[src/rtl/lin_buf_pkg.sv]
package lin_buf_pkg;

    localparam int BYTE_W = 8;

    typedef enum logic [1:0] {
        PH_IDLE = 2'd0,
        PH_TX   = 2'd1,
        PH_RX   = 2'd2
    } phase_e;

    // 8-bit add with the carry out folded back into bit 0
    function automatic logic [BYTE_W-1:0] eac_add(input logic [BYTE_W-1:0] a,
                                                  input logic [BYTE_W-1:0] b);
        logic [BYTE_W:0] s;
        s = {1'b0, a} + {1'b0, b};
        return s[BYTE_W-1:0] + {{(BYTE_W-1){1'b0}}, s[BYTE_W]};
    endfunction

endpackage

[src/rtl/lin_idx_ctrl.sv]
module lin_idx_ctrl #(
    parameter int IDX_W = 3
) (
    input  logic             clk,
    input  logic             rst_n,
    input  logic             sel_wr,
    input  logic [IDX_W-1:0] sel_idx,
    input  logic             sel_hold,
    input  logic             acc,
    output logic [IDX_W-1:0] idx,
    output logic             hold
);
    typedef struct packed {
        logic [IDX_W-1:0] idx;
        logic             hold;
    } st_t;

    st_t st_d, st_q;

    always_comb begin
        st_d = st_q;
        if (sel_wr) begin
            st_d.idx  = sel_idx;
            st_d.hold = sel_hold;
        end else if (acc && !st_q.hold) begin
            st_d.idx = st_q.idx + IDX_W'(1);
        end
    end

    always_ff @(posedge clk or negedge rst_n) begin
        if (!rst_n) st_q <= '0;
        else        st_q <= st_d;
    end

    assign idx  = st_q.idx;
    assign hold = st_q.hold;

    AST_IDX_WRAP: assert property (@(posedge clk) disable iff (!rst_n)
        (!sel_wr && acc && !hold && idx == {IDX_W{1'b1}}) |=> (idx == '0));
    AST_IDX_HOLD: assert property (@(posedge clk) disable iff (!rst_n)
        (!sel_wr && hold) |=> $stable(idx));
    AST_SEL_WINS: assert property (@(posedge clk) disable iff (!rst_n)
        (sel_wr && acc) |=> (idx == $past(sel_idx)));
endmodule

[src/rtl/lin_byte_store.sv]
module lin_byte_store #(
    parameter int DEPTH = 8,
    parameter int W     = 8,
    localparam int AW   = $clog2(DEPTH)
) (
    input  logic          clk,
    input  logic          rst_n,
    input  logic          cpu_we,
    input  logic [AW-1:0] cpu_addr,
    input  logic [W-1:0]  cpu_wdata,
    output logic [W-1:0]  cpu_rdata,
    input  logic          ser_we,
    input  logic [AW-1:0] ser_addr,
    input  logic [W-1:0]  ser_wdata,
    output logic [W-1:0]  ser_rdata
);
    logic [W-1:0] mem_d [DEPTH];
    logic [W-1:0] mem_q [DEPTH];

    always_comb begin
        for (int i = 0; i < DEPTH; i++) begin
            mem_d[i] = mem_q[i];
            if (ser_we && ser_addr == AW'(i))
                mem_d[i] = ser_wdata;
            else if (cpu_we && cpu_addr == AW'(i))
                mem_d[i] = cpu_wdata;
        end
    end

    always_ff @(posedge clk or negedge rst_n) begin
        if (!rst_n) begin
            for (int i = 0; i < DEPTH; i++) mem_q[i] <= '0;
        end else begin
            for (int i = 0; i < DEPTH; i++) mem_q[i] <= mem_d[i];
        end
    end

    assign cpu_rdata = mem_q[cpu_addr];
    assign ser_rdata = mem_q[ser_addr];

    AST_SER_STORE: assert property (@(posedge clk) disable iff (!rst_n)
        ser_we |=> (mem_q[$past(ser_addr)] == $past(ser_wdata)));
    AST_CPU_STORE: assert property (@(posedge clk) disable iff (!rst_n)
        (cpu_we && !(ser_we && ser_addr == cpu_addr)) |=> (mem_q[$past(cpu_addr)] == $past(cpu_wdata)));
endmodule

[src/rtl/lin_cksum_unit.sv]
module lin_cksum_unit
    import lin_buf_pkg::*;
(
    input  logic              clk,
    input  logic              rst_n,
    input  logic              clr,
    input  logic [BYTE_W-1:0] clr_val,
    input  logic              add,
    input  logic [BYTE_W-1:0] add_byte,
    output logic [BYTE_W-1:0] sum
);
    typedef struct packed {
        logic [BYTE_W-1:0] sum;
    } st_t;

    st_t st_d, st_q;

    always_comb begin
        st_d = st_q;
        if (clr)      st_d.sum = clr_val;
        else if (add) st_d.sum = eac_add(st_q.sum, add_byte);
    end

    always_ff @(posedge clk or negedge rst_n) begin
        if (!rst_n) st_q <= '0;
        else        st_q <= st_d;
    end

    assign sum = st_q.sum;

    AST_SUM_IDLE: assert property (@(posedge clk) disable iff (!rst_n)
        (!clr && !add) |=> $stable(sum));
endmodule

[src/rtl/lin_resp_seq.sv]
module lin_resp_seq
    import lin_buf_pkg::*;
#(
    parameter int DEPTH = 8,
    localparam int AW   = $clog2(DEPTH),
    localparam int PW   = AW + 1
) (
    input  logic              clk,
    input  logic              rst_n,
    input  logic              cmd_tx,
    input  logic              cmd_rx,
    input  logic              mode_enh,
    input  logic [BYTE_W-1:0] pid,
    input  logic [AW-1:0]     len_m1,
    input  logic              tx_take,
    input  logic              rx_valid,
    input  logic [BYTE_W-1:0] rx_byte,
    input  logic [BYTE_W-1:0] buf_rdata,
    input  logic [BYTE_W-1:0] sum,
    output logic [AW-1:0]     buf_addr,
    output logic              buf_we,
    output logic [BYTE_W-1:0] buf_wdata,
    output logic              ck_clr,
    output logic [BYTE_W-1:0] ck_clr_val,
    output logic              ck_add,
    output logic [BYTE_W-1:0] ck_byte,
    output logic [BYTE_W-1:0] tx_byte,
    output logic              tx_is_cks,
    output logic              tx_done,
    output logic              rx_done,
    output logic              cks_err,
    output logic              busy
);
    typedef struct packed {
        phase_e        phase;
        logic [PW-1:0] pos;
        logic [AW-1:0] len;
        logic          tx_done;
        logic          rx_done;
        logic          cks_err;
    } st_t;

    st_t  st_d, st_q;
    logic in_data;

    always_comb begin
        st_d         = st_q;
        st_d.tx_done = 1'b0;
        st_d.rx_done = 1'b0;
        st_d.cks_err = 1'b0;
        in_data      = (st_q.pos <= {1'b0, st_q.len});
        buf_addr     = st_q.pos[AW-1:0];
        buf_we       = 1'b0;
        buf_wdata    = rx_byte;
        ck_clr       = 1'b0;
        ck_clr_val   = mode_enh ? pid : '0;
        ck_add       = 1'b0;
        ck_byte      = buf_rdata;
        tx_byte      = in_data ? buf_rdata : ~sum;
        tx_is_cks    = (st_q.phase == PH_TX) && !in_data;
        unique case (st_q.phase)
            PH_IDLE: begin
                if (cmd_tx || cmd_rx) begin
                    st_d.phase = cmd_tx ? PH_TX : PH_RX;
                    st_d.pos   = '0;
                    st_d.len   = len_m1;
                    ck_clr     = 1'b1;
                end
            end
            PH_TX: begin
                if (tx_take) begin
                    if (in_data) begin
                        ck_add   = 1'b1;
                        st_d.pos = st_q.pos + PW'(1);
                    end else begin
                        st_d.phase   = PH_IDLE;
                        st_d.tx_done = 1'b1;
                    end
                end
            end
            PH_RX: begin
                ck_byte = rx_byte;
                if (rx_valid) begin
                    if (in_data) begin
                        buf_we   = 1'b1;
                        ck_add   = 1'b1;
                        st_d.pos = st_q.pos + PW'(1);
                    end else begin
                        st_d.phase   = PH_IDLE;
                        st_d.rx_done = 1'b1;
                        st_d.cks_err = (eac_add(sum, rx_byte) != {BYTE_W{1'b1}});
                    end
                end
            end
            default: st_d.phase = PH_IDLE;
        endcase
    end

    always_ff @(posedge clk or negedge rst_n) begin
        if (!rst_n) begin
            st_q.phase   <= PH_IDLE;
            st_q.pos     <= '0;
            st_q.len     <= '0;
            st_q.tx_done <= 1'b0;
            st_q.rx_done <= 1'b0;
            st_q.cks_err <= 1'b0;
        end else begin
            st_q <= st_d;
        end
    end

    assign tx_done = st_q.tx_done;
    assign rx_done = st_q.rx_done;
    assign cks_err = st_q.cks_err;
    assign busy    = (st_q.phase != PH_IDLE);

    AST_ERR_PULSE: assert property (@(posedge clk) disable iff (!rst_n)
        cks_err |=> !cks_err);
    AST_ERR_AT_END: assert property (@(posedge clk) disable iff (!rst_n)
        cks_err |-> rx_done);
    AST_TX_END_IDLE: assert property (@(posedge clk) disable iff (!rst_n)
        tx_done |-> !busy);
    AST_LEN_HELD: assert property (@(posedge clk) disable iff (!rst_n)
        (busy && !tx_done && !rx_done) |=> (busy ? $stable(st_q.len) : 1'b1));
endmodule

[src/rtl/lin_resp_buf.sv]
module lin_resp_buf
    import lin_buf_pkg::*;
#(
    parameter int DEPTH = 8,
    localparam int AW   = $clog2(DEPTH)
) (
    input  logic              clk,
    input  logic              rst_n,
    input  logic              sel_wr,
    input  logic [AW:0]       sel_wdata,
    output logic [AW:0]       sel_rdata,
    input  logic              dat_wr,
    input  logic              dat_rd,
    input  logic [BYTE_W-1:0] dat_wdata,
    output logic [BYTE_W-1:0] dat_rdata,
    input  logic              mode_enh,
    input  logic [BYTE_W-1:0] pid,
    input  logic [AW-1:0]     len_m1,
    input  logic              cmd_tx,
    input  logic              cmd_rx,
    input  logic              tx_take,
    output logic [BYTE_W-1:0] tx_byte,
    output logic              tx_is_cks,
    output logic              tx_done,
    input  logic              rx_valid,
    input  logic [BYTE_W-1:0] rx_byte,
    output logic              rx_done,
    output logic              cks_err,
    output logic              busy
);
    logic [AW-1:0]     idx;
    logic              hold;
    logic [AW-1:0]     ser_addr;
    logic              ser_we;
    logic [BYTE_W-1:0] ser_wdata;
    logic [BYTE_W-1:0] ser_rdata;
    logic              ck_clr;
    logic [BYTE_W-1:0] ck_clr_val;
    logic              ck_add;
    logic [BYTE_W-1:0] ck_byte;
    logic [BYTE_W-1:0] sum;

    lin_idx_ctrl #(.IDX_W(AW)) u_idx (
        .clk      (clk),
        .rst_n    (rst_n),
        .sel_wr   (sel_wr),
        .sel_idx  (sel_wdata[AW-1:0]),
        .sel_hold (sel_wdata[AW]),
        .acc      (dat_wr || dat_rd),
        .idx      (idx),
        .hold     (hold)
    );

    lin_byte_store #(.DEPTH(DEPTH), .W(BYTE_W)) u_store (
        .clk       (clk),
        .rst_n     (rst_n),
        .cpu_we    (dat_wr),
        .cpu_addr  (idx),
        .cpu_wdata (dat_wdata),
        .cpu_rdata (dat_rdata),
        .ser_we    (ser_we),
        .ser_addr  (ser_addr),
        .ser_wdata (ser_wdata),
        .ser_rdata (ser_rdata)
    );

    lin_cksum_unit u_cks (
        .clk      (clk),
        .rst_n    (rst_n),
        .clr      (ck_clr),
        .clr_val  (ck_clr_val),
        .add      (ck_add),
        .add_byte (ck_byte),
        .sum      (sum)
    );

    lin_resp_seq #(.DEPTH(DEPTH)) u_seq (
        .clk        (clk),
        .rst_n      (rst_n),
        .cmd_tx     (cmd_tx),
        .cmd_rx     (cmd_rx),
        .mode_enh   (mode_enh),
        .pid        (pid),
        .len_m1     (len_m1),
        .tx_take    (tx_take),
        .rx_valid   (rx_valid),
        .rx_byte    (rx_byte),
        .buf_rdata  (ser_rdata),
        .sum        (sum),
        .buf_addr   (ser_addr),
        .buf_we     (ser_we),
        .buf_wdata  (ser_wdata),
        .ck_clr     (ck_clr),
        .ck_clr_val (ck_clr_val),
        .ck_add     (ck_add),
        .ck_byte    (ck_byte),
        .tx_byte    (tx_byte),
        .tx_is_cks  (tx_is_cks),
        .tx_done    (tx_done),
        .rx_done    (rx_done),
        .cks_err    (cks_err),
        .busy       (busy)
    );

    assign sel_rdata = {hold, idx};

    AST_SER_KEEPS_IDX: assert property (@(posedge clk) disable iff (!rst_n)
        (rx_valid && !sel_wr && !dat_wr && !dat_rd) |=> $stable(sel_rdata));
    AST_DONE_PULSE: assert property (@(posedge clk) disable iff (!rst_n)
        rx_done |=> !rx_done);
endmodule

[config.mk]
export PLATFORM = sky130hd
export DESIGN_NAME = lin_resp_buf
export DESIGN_NICKNAME = d
export VERILOG_FILES = /design/src/rtl/lin_buf_pkg.sv /design/src/rtl/lin_idx_ctrl.sv /design/src/rtl/lin_byte_store.sv /design/src/rtl/lin_cksum_unit.sv /design/src/rtl/lin_resp_seq.sv /design/src/rtl/lin_resp_buf.sv
export SDC_FILE = /design/constraint.sdc
export NUM_CORES = 1
export LEC_CHECK = 0
export ABC_AREA = 1
export BUFFER_PORTS_ARGS = -buffer_cell sky130_fd_sc_hd__buf_2
export CAP_MARGIN = 30
export CELL_PAD_IN_SITES_DETAIL_PLACEMENT = 1
export CELL_PAD_IN_SITES_GLOBAL_PLACEMENT = 2
export CORE_MARGIN = 2
export CORE_UTILIZATION = 34
export DETAILED_ROUTE_END_ITERATION = 16
export PLACE_DENSITY_LB_ADDON = 0.2
export SKIP_LAST_GASP = 1
export SLEW_MARGIN = 20
export SYNTH_ARGS = -nofsm -noshare
export SYNTH_HDL_FRONTEND = slang
export SYNTH_SLANG_ARGS = --single-unit
[constraint.sdc]
create_clock -name clk -period 3.5 [get_ports clk]
set_input_delay 0.175 -clock clk [delete_from_list [all_inputs] [get_ports clk]]
set_output_delay 0.175 -clock clk [all_outputs]
set_load 0.01 [all_outputs]
== Word level (Yosys, flattened, before mapping) ==
Index checks and enable logic that the tools add are counted.
Storage, ports and cells
  flip-flop bits (word level): 88
  bits in latches: 0
  bits in writable memories: 0
  bits in read-only memories: 0
  bits of input ports: 41
  output and inout bits: 25
  logic and storage cells: 139
  memories: 0
Cells by class
  add/sub/neg operators: 6
  multiply operators: 0
  div/mod/pow operators: 0
  magnitude comparators: 3
  eq/ne operators: 20
  shift operators: 0
  multiplexer cells: 50
  bitwise gates (word level): 3
  reduce and logical (&&, ||, !) cells: 40
Operators by type and width (number)
  2-to-1 mux 8 bit: 25
  binary-select mux 8 bit (select 3 bit): 2
  equality test 3 bit (second input constant): 8
  nonzero test 2 bit: 11
  adder 8 x 8 -> 9 bit: 2
  logical AND 1 bit: 18
  adder 8 x 1 -> 8 bit: 2
  equality test 3 x 2 -> 1 bit (second input constant): 4
  2-to-1 mux 6 bit: 2
  one-hot mux 4 bit (3 select lines): 1
  2-to-1 mux 2 bit: 5
  2-to-1 mux 1 bit: 9
  2-to-1 mux 9 bit: 1
  greater-or-equal comparator 4 bit (second input constant): 2
  != test 8 bit (second input constant): 1
  NOT 3 -> 4 bit: 2
  NOT 8 bit: 1
  equality test 3 x 1 -> 1 bit (second input constant): 2
  logical NOT 3 bit: 2
  2-to-1 mux 3 bit: 2
  one-hot mux 2 bit (3 select lines): 1
  adder 4 x 1 -> 4 bit (second input constant): 1
  less-or-equal comparator 4 x 3 -> 1 bit: 1
  2-to-1 mux 4 bit: 1
  13 further kinds: 16

== Longest topological paths before layout ==
Gate-level depths: netlist of run 1.
  depth after elaboration: 9
  mapped depth: 25
  gate-level depth less buffers: 24

== Modules after synthesis ==
A second synthesis of run 1 with hierarchy kept.
Unflattened totals
  cells, all modules: 1186
  area total of the unflattened synthesis: 7216.9 µm²
Modules (own cells, without submodules)
  lin_byte_store: times used 1, cells an instance 774, area each 4585.6 µm², sequential area each 1601.5 µm²
  lin_resp_seq: times used 1, cells an instance 248, area each 1525.2 µm², sequential area each 300.3 µm²
  lin_cksum_unit: times used 1, cells an instance 127, area each 862.1 µm², sequential area each 200.2 µm²
  lin_idx_ctrl: times used 1, cells an instance 33, area each 225.2 µm², sequential area each 100.1 µm²
  lin_resp_buf: times used 1, cells an instance 4, area each 18.8 µm², sequential area each 0.0 µm²

== Least setup slack after synthesis of run 1 ==
Ideal clock, no wire load.
  kind: reg-to-reg
  start point: reg u_seq.st_q (netlist bit u_seq.buf_addr[0])
  end point: reg u_cks.st_q (netlist bit u_cks.sum[6])
  library setup time: 77 ps
  arrival: 3113 ps
  required time: 3423 ps
  setup slack: 309 ps
  cell stages (with the launch flop): 22
  path buffers: 2
  period minus slack after synthesis: 3191 ps
  path through: dfrtp_1 buf_2 buf_1 o211ai_1 a31oi_1 nor2_1 a21oi_1 ha_1 fa_1 nand3_1 nand3_1 a21oi_1 o21bai_1 ha_1 nand2_1 nor2_1 nand3_1 nor2_1 nand2_1 nand2_1 nand3_1 a21oi_1
Between the ends
  longest elaborated chain between the ends: 9
  elaborated cells between the ends (all ways): 15
  those cells by class: add/sub: 2; order compare: 1; mux: 10; bitwise: 1; reduce/logical: 1
Ends and longest elaborated chain
  start: declaration: RTL line lin_resp_seq.sv:43  | st_t st_d, st_q;
  start signal: assignment: RTL line lin_resp_seq.sv:108  | st_q <= st_d;
  NOT 3 -> 4 bit (not written as such): RTL line lin_byte_store.sv:39  | assign ser_rdata = mem_q[ser_addr];
  binary-select mux 8 bit (select 3 bit): RTL line lin_byte_store.sv:39
  2-to-1 mux 8 bit (not written as such) (2 in series): RTL line lin_byte_store.sv:39
  2-to-1 mux 8 bit: RTL line lin_resp_seq.sv:61  | unique case (st_q.phase)
  adder 8 x 8 -> 9 bit: RTL line lin_buf_pkg.sv:15  | s = {1'b0, a} + {1'b0, b};
  adder 8 x 1 -> 8 bit: RTL line lin_buf_pkg.sv:16  | return s[BYTE_W-1:0] + {{(BYTE_W-1){1'b0}}, s[BYTE_W]};
  2-to-1 mux 8 bit: RTL line lin_cksum_unit.sv:21  | else if (add) st_d.sum = eac_add(st_q.sum, add_byte);
  2-to-1 mux 8 bit: RTL line lin_cksum_unit.sv:20  | if (clr) st_d.sum = clr_val;
  end signal: assignment: RTL line lin_cksum_unit.sv:26  | else st_q <= st_d;
  end: declaration: RTL line lin_cksum_unit.sv:16  | st_t st_d, st_q;
Parallel ways exist; a longest one is shown, timed or not. The select of a mux whose other input is x is not followed.
A chain may end at the register's enable or synchronous reset.

== Worst setup path after layout of run 1 ==
  start point: reg u_seq.st_q (netlist bit u_seq.buf_addr[0])
  end point: reg u_cks.st_q (netlist bit u_cks.sum[7])
Same word-level chain as after synthesis.

==> results of run 1 <==
==> worst max path at each step <==
stage / end / slack, ns / cells past startpoint / start
global placement: u_cks.sum[6] / 0.15 / 24 / u_seq.buf_addr[1]
CTS: u_cks.sum[5] / 0.003 / 22 / u_seq.buf_addr[0]
finish: u_cks.sum[7] / 0.14 / 23 / u_seq.buf_addr[0]
floorplan: u_cks.sum[6] / 0.31 / 21 / u_seq.buf_addr[0]
global route: u_cks.sum[7] / -0.14 / 23 / u_seq.buf_addr[0]
detailed placement: u_cks.sum[6] / -0.07 / 24 / u_seq.buf_addr[0]
==> cell usage after synthesis <==
cell type    n
dfrtp_1     88
o21ai_0    117
clkbuf_1    23
buf_6        1
fa_1         2
nand3_2      3
nand2_1    204
nor3_1       5
inv_1      107
o31ai_1      1
nor2_8       1
o21ai_1      6
nand4_1      4
clkinv_1     3
ha_1        39
o21ai_2      1
clkbuf_2     4
a21oi_1     76
nor2_1      62
o221ai_1     4
o211ai_1    39
a31oi_1     18
xnor2_1      2
nand3_4      3
buf_2        9
nor3b_1      1
inv_2        2
buf_1        6
buf_4        3
nand2_2      3
nand3_1    100
a22oi_1      2
nand3b_1     3
o21bai_1     2
o22ai_1      1
==> state kept, by name (all words and copies together) (netlist names) <==
register	cells
u_store.mem_q	64
u_cks.sum	8
u_seq.st_q	6
u_idx.idx	3
u_seq.buf_addr	3
u_idx.hold	1
u_seq.cks_err	1
u_seq.rx_done	1
u_seq.tx_done	1
==> where the power goes <==
| group | switching (mW) | leakage [nW] | total [mW] | internal (mW) |
|---|---|---|---|---|
| combinational | 3.67 | 2.53 | 6.08 | 2.40 |
| clock | 0.463 | 0.145 | 1.04 | 0.577 |
| sequential | 0.420 | 1.09 | 1.90 | 1.48 |
| total | 4.56 | 3.77 | 9.02 | 4.46 |
==> worst max-delay path, delay by kind of cell (launching register included) <==
kind / cells / cell delay [ns]
simple gates: 12 / 1.04
compound gates: 7 / 0.99
flops: 1 / 0.48
buf+inv: 2 / 0.39
fa+ha+maj: 2 / 0.38
==> cell families after synthesis <==
logic type | count (synthesis) | synth area share, %
buf+inv | 158 | 9.567
simple gates | 389 | 25.90
compound gates | 267 | 22.68
xor+xnor | 2 | 0.2669
flops | 88 | 33.54
fa+ha+maj | 41 | 8.043
==> routing by layer <==
metal	up-vias	global-route usage (%)
met3	27	4.326
met5	-	0
li1	3356	-
met1	3421	36.12
met4	0	8.286
met2	128	42.71
==> area by class of cell <==
| cell class | count | area share [%] |
|---|---|---|
| Multi-Input combinational cell | 699 | 49.12 |
| Clock buffer | 10 | 2.997 |
| Timing Repair Buffer | 119 | 10.04 |
| Sequential cell | 88 | 27.64 |
| Tap cell | 260 | 4.080 |
| Clock inverter | 6 | 0.8475 |
| Inverter | 112 | 5.273 |
==> timing repair <==
item | in CTS | in global routing
gates cloned | 2 | 0
endpoints found under the hold margin | 38 | 0
endpoints found under the setup margin | 4 | 7
buffers inserted | 6 | 6
pin swaps | 6 | 23
gates resized for setup | 13 | 46
hold buffers | 1 | 0
==> summary.md, run 1 <==
| Metric | Value |
|---|---|
| Share of cells above drive strength 1 | `between 10% and 20%` |
| Final clock skew | `~0.014 ns` |
| Number of CTS-inserted buffers | `9` |
| Multi-input gate area | `between 3000 and 4000 um2` |
| Clock buffer depth | `2` |
| Post-Layout Cell Count | `~1300` |
| WL final | `~26000 um` |
| P per Cell Area | `1131 nW/um2` |
| LEAKAGE | `around 3.8 nW` |
| Met2 Wirelength | `12390 um` |
| Critical path type | `flip-flop to flip-flop` |
| Crit-path cells | `bufbuf_16, o21ai_1, o21ai_1, nor2_1, a31oi_2, nor2_1, a21oi_2, ha_4, nand2_1, inv_2, nand3_2, nand3_2, a21oi_2, o21bai_2, ha_2, nand2_2, nor2_4, nand3_2, nor2_4, nand3_2, nand2_1, nand3_1, a21oi_1` |
| Layout Area Growth over Synthesis | `21.44%` |
| DP HPWL | `~20000 um` |
| Status | `finished clean` |
| Vias per inst | `around 5.4` |
| Die area | `between 20000 and 25000 um2` |
| Register area | `between 2000 and 2500 um2` |
| Clock Tree Root | `clkbuf_16` |
| Commonest non-fill, non-tap cell in the layout | `nand2_1` |
| Routed wl met3 | `1071 um` |
| Syn Nets | `~1000` |
| Highest clock rate | `a little under 0.3 GHz` |
| GPL Wtd Cong | `around 0.88` |
| Final Hold Violating Endpoints | `0` |
| Syn Std Cell Area | `between 6000 and 7000 um2` |
| Die Y | `approximately 140 um` |
| Slew Limit Fails | `0` |
| Worst r2r src | `u_seq.buf_addr[0]` |
| Hold Path End | `u_seq.st_q[3]` |
| Worst vdd ir | `0.8841 mV` |
| Clock Sink Count | `about 90` |
| Yosys cell types | `35` |
| CP max stage cell | `dfrtp_2` |
| #FFs+latches synth | `88` |
| Chip width | `around 140 um` |
| Yosys top cell area share | `33.54%` |
| Largest cells by area after synthesis | `dfrtp_1, nand2_1, o21ai_0, nand3_1, ha_1` |
| FILL cells | `between 2000 and 2500` |
| Total GRT Usage | `between 20% and 30%` |
| Tcrit/Tclk final | `96.02%` |
| I/O Pins | `66` |
| Worst setup margin | `approximately 0.14 ns` |
| Final Power | `around 9.0 mW` |
| Setup WS pre-CTS | `-0.07027 ns` |
| Yosys Warn Count | `0` |
| Reg2Reg Depth | `23` |
| Input/output buffers | `65` |
| Hold Path Origin | `len_m1[0]` |
| Hold Path Depth | `3` |
| Max-Cap Viols | `0` |
| Register area share after synthesis | `~34%` |
| Min Tclk post-route | `about 3.4 ns` |
| Final setup vio count | `0` |
| Vias in the first global route | `6936` |
| Setup crit end kind | `flip-flop` |
| WL/cell | `20.32 um` |
| DRT Pass-1 Iters | `5` |
| Unrepaired setup endpoints after global routing | `true` |
| Vias | `~7000` |
| Initial antenna violation count | `0` |
| Post-synth top area cell | `dfrtp_1` |
| Worst EP required | `~3.8 ns` |
| Antenna diode count | `0` |
| Routed length on met1 | `between 10000 and 15000 um` |
| Hold Slack | `around 0.0054 ns` |
| Worst setup SP type | `flip-flop` |
| Nets | `~1100` |
| Antenna Violating Nets Remaining | `0` |
| Placed Instance Area | `7316 um2` |
| Pin count of the biggest net entering global routing | `around 40` |
| # DRC | `0` |
| Iteration-0 DRC Markers | `432` |
| Clock transition at path regs | `about 0.08 ns` |
| Slowest cell delay on critical path | `about 0.48 ns` |
| Top sig layer | `met4` |
| R2R Setup Slk | `0.14 ns` |
| Initial core utilization | `34.86%` |
| CP Data Arrival Time | `about 3.7 ns` |
| CORE AREA | `roughly 19000 um2` |
| FP Rows | `50` |
| Mapped Cells | `roughly 950` |
| Placed insts | `approximately 1300` |
| Most used cell along the critical path | `nand3_2` |
| Synth Area per Inst | `6.947 um2` |
| Fin area | `approximately 8000 um2` |
| Htree depth | `3` |
| Clock latency on the worst-skew pair | `about 0.36 ns` |
| Worst-Margin Slew | `about 0.99 ns` |
| First-pass GRT wire length | `between 40000 and 50000 um` |
| HP Class | `primary input to flip-flop` |
| CTS tree | `built` |
| Total global routing overflow | `0` |
| Final core utilization | `42.34%` |
| Slew margin rel. | `about a third` |
| TNS Setup | `0 ns` |
| Commonest cells after routing, fill and taps aside | `nand2_1, inv_1, o21ai_0, nand3_1, dfrtp_1` |
| Worst flop-to-flop path endpoint | `u_cks.sum[7]` |
| CP max FO | `15` |
Power figures use the tool's default switching activity.
==> inputs of run 2 (changes only) <==
Settings changed: ABC_AREA 1 to unset, CORE_UTILIZATION 34 to 40, HOLD_SLACK_MARGIN set to 0.06, RECOVER_POWER set to 50.
==> run 2 against run 1 <==
The flow now finishes with violations (negative setup slack). Global-route usage is 1.8 points lower. Synthesized cell count is 37% lower. Largest cell class unchanged. Sequential power is 5% higher. Flip-flop and latch count stayed put. Non-clock buffer count is 2 lower. Combinational power is 9.7% lower. Power is 6.0% lower.
==> summary.md, run 2 <==
| Metric | Value |
|---|---|
| Status | `complete, but fails checks` |
| Failing checks | `negative setup slack` |
| CP max FO | `5` |
| Crit-path cells | `buf_12, mux4_2, mux2i_1, buf_4, a21oi_2, ha_1, a211oi_2, o21ai_1, a31oi_1, o21bai_1, ha_2, nand3_2, nor3_2, o2111ai_2, xnor2_1, a31o_2` |
| Post-synth EDFFs | `0` |
| Slowest cell delay on critical path | `around 0.50 ns` |
| Die area | `17490 um2` |
| Top-count cell post-synth | `dfrtp_1` |
| Post-synth ARST share | `between 90% and 100%` |
| P per Cell Area | `about 1100 nW/um2` |
| Mapped Cells | `591` |
| Worst vdd ir | `between 0.5 and 0.6 mV` |
| GPL Wtd Cong | `between 0.9 and 1` |
| Synth Area per Inst | `roughly 11 um2` |
| Tcrit/Tclk final | `102.6%` |
| Final Hold Violating Endpoints | `0` |
| Worst EP required | `~3.8 ns` |
| Syn Std Cell Area | `6580 um2` |
| Vias in the first global route | `around 5700` |
| TNS Setup | `-0.4115 ns` |
| Number of flip-flops in the largest register | `between 60 and 70` |
| Antenna Violating Nets Remaining | `0` |
| Yosys cell types | `a little under 60` |
| Die Y | `between 100 and 150 um` |
| Unrepaired setup endpoints after global routing | `true` |
| Commonest non-fill, non-tap cell in the layout | `dfrtp_1` |
| Most Used Layer, Global Route | `met2` |
| HP Class | `primary input to flip-flop` |
| Clock Tree Root | `clkbuf_16` |
| M2 GR Usage | `40.68%` |
| Syn Nets | `673` |
| Final Power | `~8.5 mW` |
| Input/output buffers | `65` |
| Vias per inst | `between 5 and 6` |
| Chip width | `about 130 um` |
| Nets | `~770` |
| Number of CTS-inserted buffers | `9` |
| DP HPWL | `15640 um` |
| Main synth FF type | `dfrtp_1` |
| WL final | `~21000 um` |
| Hold Slack | `0.08558 ns` |
| I/O Pins | `66` |
| Vias | `a little over 5000` |
| Yosys Warn Count | `0` |
| Worst-Margin Slew | `approximately 1.4 ns` |
| Clock Sink Count | `88` |
| CORE AREA | `approximately 16000 um2` |
| Pin count of the biggest net entering global routing | `54` |
| Htree depth | `3` |
| WL/cell | `roughly 23 um` |
| Register area | `roughly 2200 um2` |
| DRT Pass-1 Iters | `4` |
| #FFs+latches synth | `just under 90` |
| Highest clock rate | `around 0.28 GHz` |
| # DRC | `0` |
| Critical path type | `flip-flop to flip-flop` |
| Routing usage on met3 | `a little under 3%` |
| Layout Area Growth over Synthesis | `20.00%` |
| Total GRT Usage | `between 20% and 30%` |
| LEAKAGE | `approximately 3.6 nW` |
| First-pass GRT wire length | `33120 um` |
| Final setup vio count | `7` |
| Post-synth top cells | `dfrtp_1, nand2_1, mux2_2, mux2i_1, ha_1` |
| Post-synth top area cell | `dfrtp_1` |
| Commonest cells after routing, fill and taps aside | `dfrtp_1, nand2_1, mux2_2, buf_2, buf_4` |
| Multi-input gate area | `between 4000 and 5000 um2` |
| Slew Limit Fails | `0` |
| Yosys top cell area share | `approximately 33%` |
| Setup crit end kind | `flip-flop` |
| FILL cells | `1802` |
| Largest cells by area after synthesis | `dfrtp_1, mux2_2, mux4_2, ha_1, mux2i_1` |
| Initial core utilization | `about two fifths` |
| Met1 GRT Util | `between 30% and 40%` |
| CP max stage cell | `mux4_2` |
| Slew margin rel. | `between 3 and 4%` |
| Register area share after synthesis | `around a third` |
| Clock latency on the worst-skew pair | `0.36 ns` |
| Share of cells above drive strength 1 | `about two fifths` |
| Final clock skew | `0.008884 ns` |
| Worst setup margin | `-0.09098 ns` |
| Top reg by flops | `u_store.mem_q` |
| Max-Cap Viols | `0` |
| Clock buffer depth | `2` |
| Total global routing overflow | `0` |
| Worst setup SP type | `flip-flop` |
| Clock transition at path regs | `about 0.07 ns` |
| Min Tclk post-route | `about 3.6 ns` |
| FP Rows | `46` |
| Antenna diode count | `0` |
| Initial antenna violation count | `0` |
| Iteration-0 DRC Markers | `250` |
| CTS tree | `built` |
| CP Data Arrival Time | `roughly 3.8 ns` |
==> run 2: cells by family (layout without fill, tap and decap cells) <==
logic type	after synthesis	count (layout)	synth area share, %
muxes	162	162	33.41
DFF	88	88	33.47
and+or+nand+nor	133	133	9.660
buffers and inverters	56	158	3.708
adders and majority gates	41	41	8.024
AOI/OAI and AO/OA	94	94	9.470
xor gates and xnor gates	17	17	2.263
==> run 2: metal layers <==
metal / share of wire (%) / up-vias
met4: 2.2 / 0
met2: 49 / 117
li1: - / 2375
met3: 3.6 / 26
met5: 0 / -
met1: 45 / 2668
==> run 2: final timing paths <==
| kind | from | endpoint | slack [ns] | depth (start not counted) |
|---|---|---|---|---|
| worst max-delay path | u_seq.buf_addr[0] | u_cks.sum[7] | -0.09 | 16 |
| worst min register to register | u_seq.st_q[3] | u_seq.st_q[3] | 0.51 | 2 |
| max in group asynchronous | rst_n | u_seq.buf_addr[0] | 0.63 | 3 |
| worst min-delay path | pid[6] | u_cks.sum[6] | 0.09 | 3 |
| min in group asynchronous | rst_n | u_idx.idx[0] | 0.69 | 2 |
| worst max register to register | u_seq.buf_addr[0] | u_cks.sum[7] | -0.09 | 16 |
==> run 2: what timing repair did <==
item,CTS,global route
hold endpoints to repair,30,0
gates resized for setup,8,17
pin swaps,2,7
cloned,0,1
hold buffers,8,0
setup endpoints to repair,5,11
buffers inserted,2,4
==> run 2: final cells by class <==
type,count,area share [%]
Multi-Input combinational cell,447,54.19
Sequential cell,88,27.90
Timing Repair Buffer,117,9.539
Clock buffer,13,3.549
Tap cell,216,3.423
Inverter,26,1.236
Clock inverter,2,0.1585
==> run 2: worst max-delay path: cells and delay by family (launching register included) <==
family	cells	cell delay, ns
DFF	1	0.44
adders and majority gates	2	0.56
xor gates and xnor gates	1	0.16
muxes	2	0.68
buffers and inverters	2	0.29
and+or+nand+nor	2	0.32
AOI/OAI and AO/OA	7	1.02
==> run 2: where the power goes <==
group          internal, mW  switching [mW]  total, mW  leakage (nW)
logic                  2.80            2.69       5.49          2.42
clock network         0.555           0.436      0.991         0.144
registers              1.50           0.500       2.00          1.07
total                  4.86            3.62       8.48          3.63
==> run 2: per-stage QoR <==
| step | instances | worst slack, ns | utilization (%) | cell area (um2) |
|---|---|---|---|---|
| after floorplan | 591 | 0.006922 | - | 6614 |
| after global placement | 878 | -0.04426 | 45.82 | 7332 |
| after detailed placement | 879 | -0.1508 | 46.00 | 7360 |
| after CTS | 904 | -0.05418 | 48.62 | 7780 |
| after global routing | 909 | -0.3126 | 49.35 | 7896 |
| final | 909 | -0.09098 | 49.35 | 7896 |
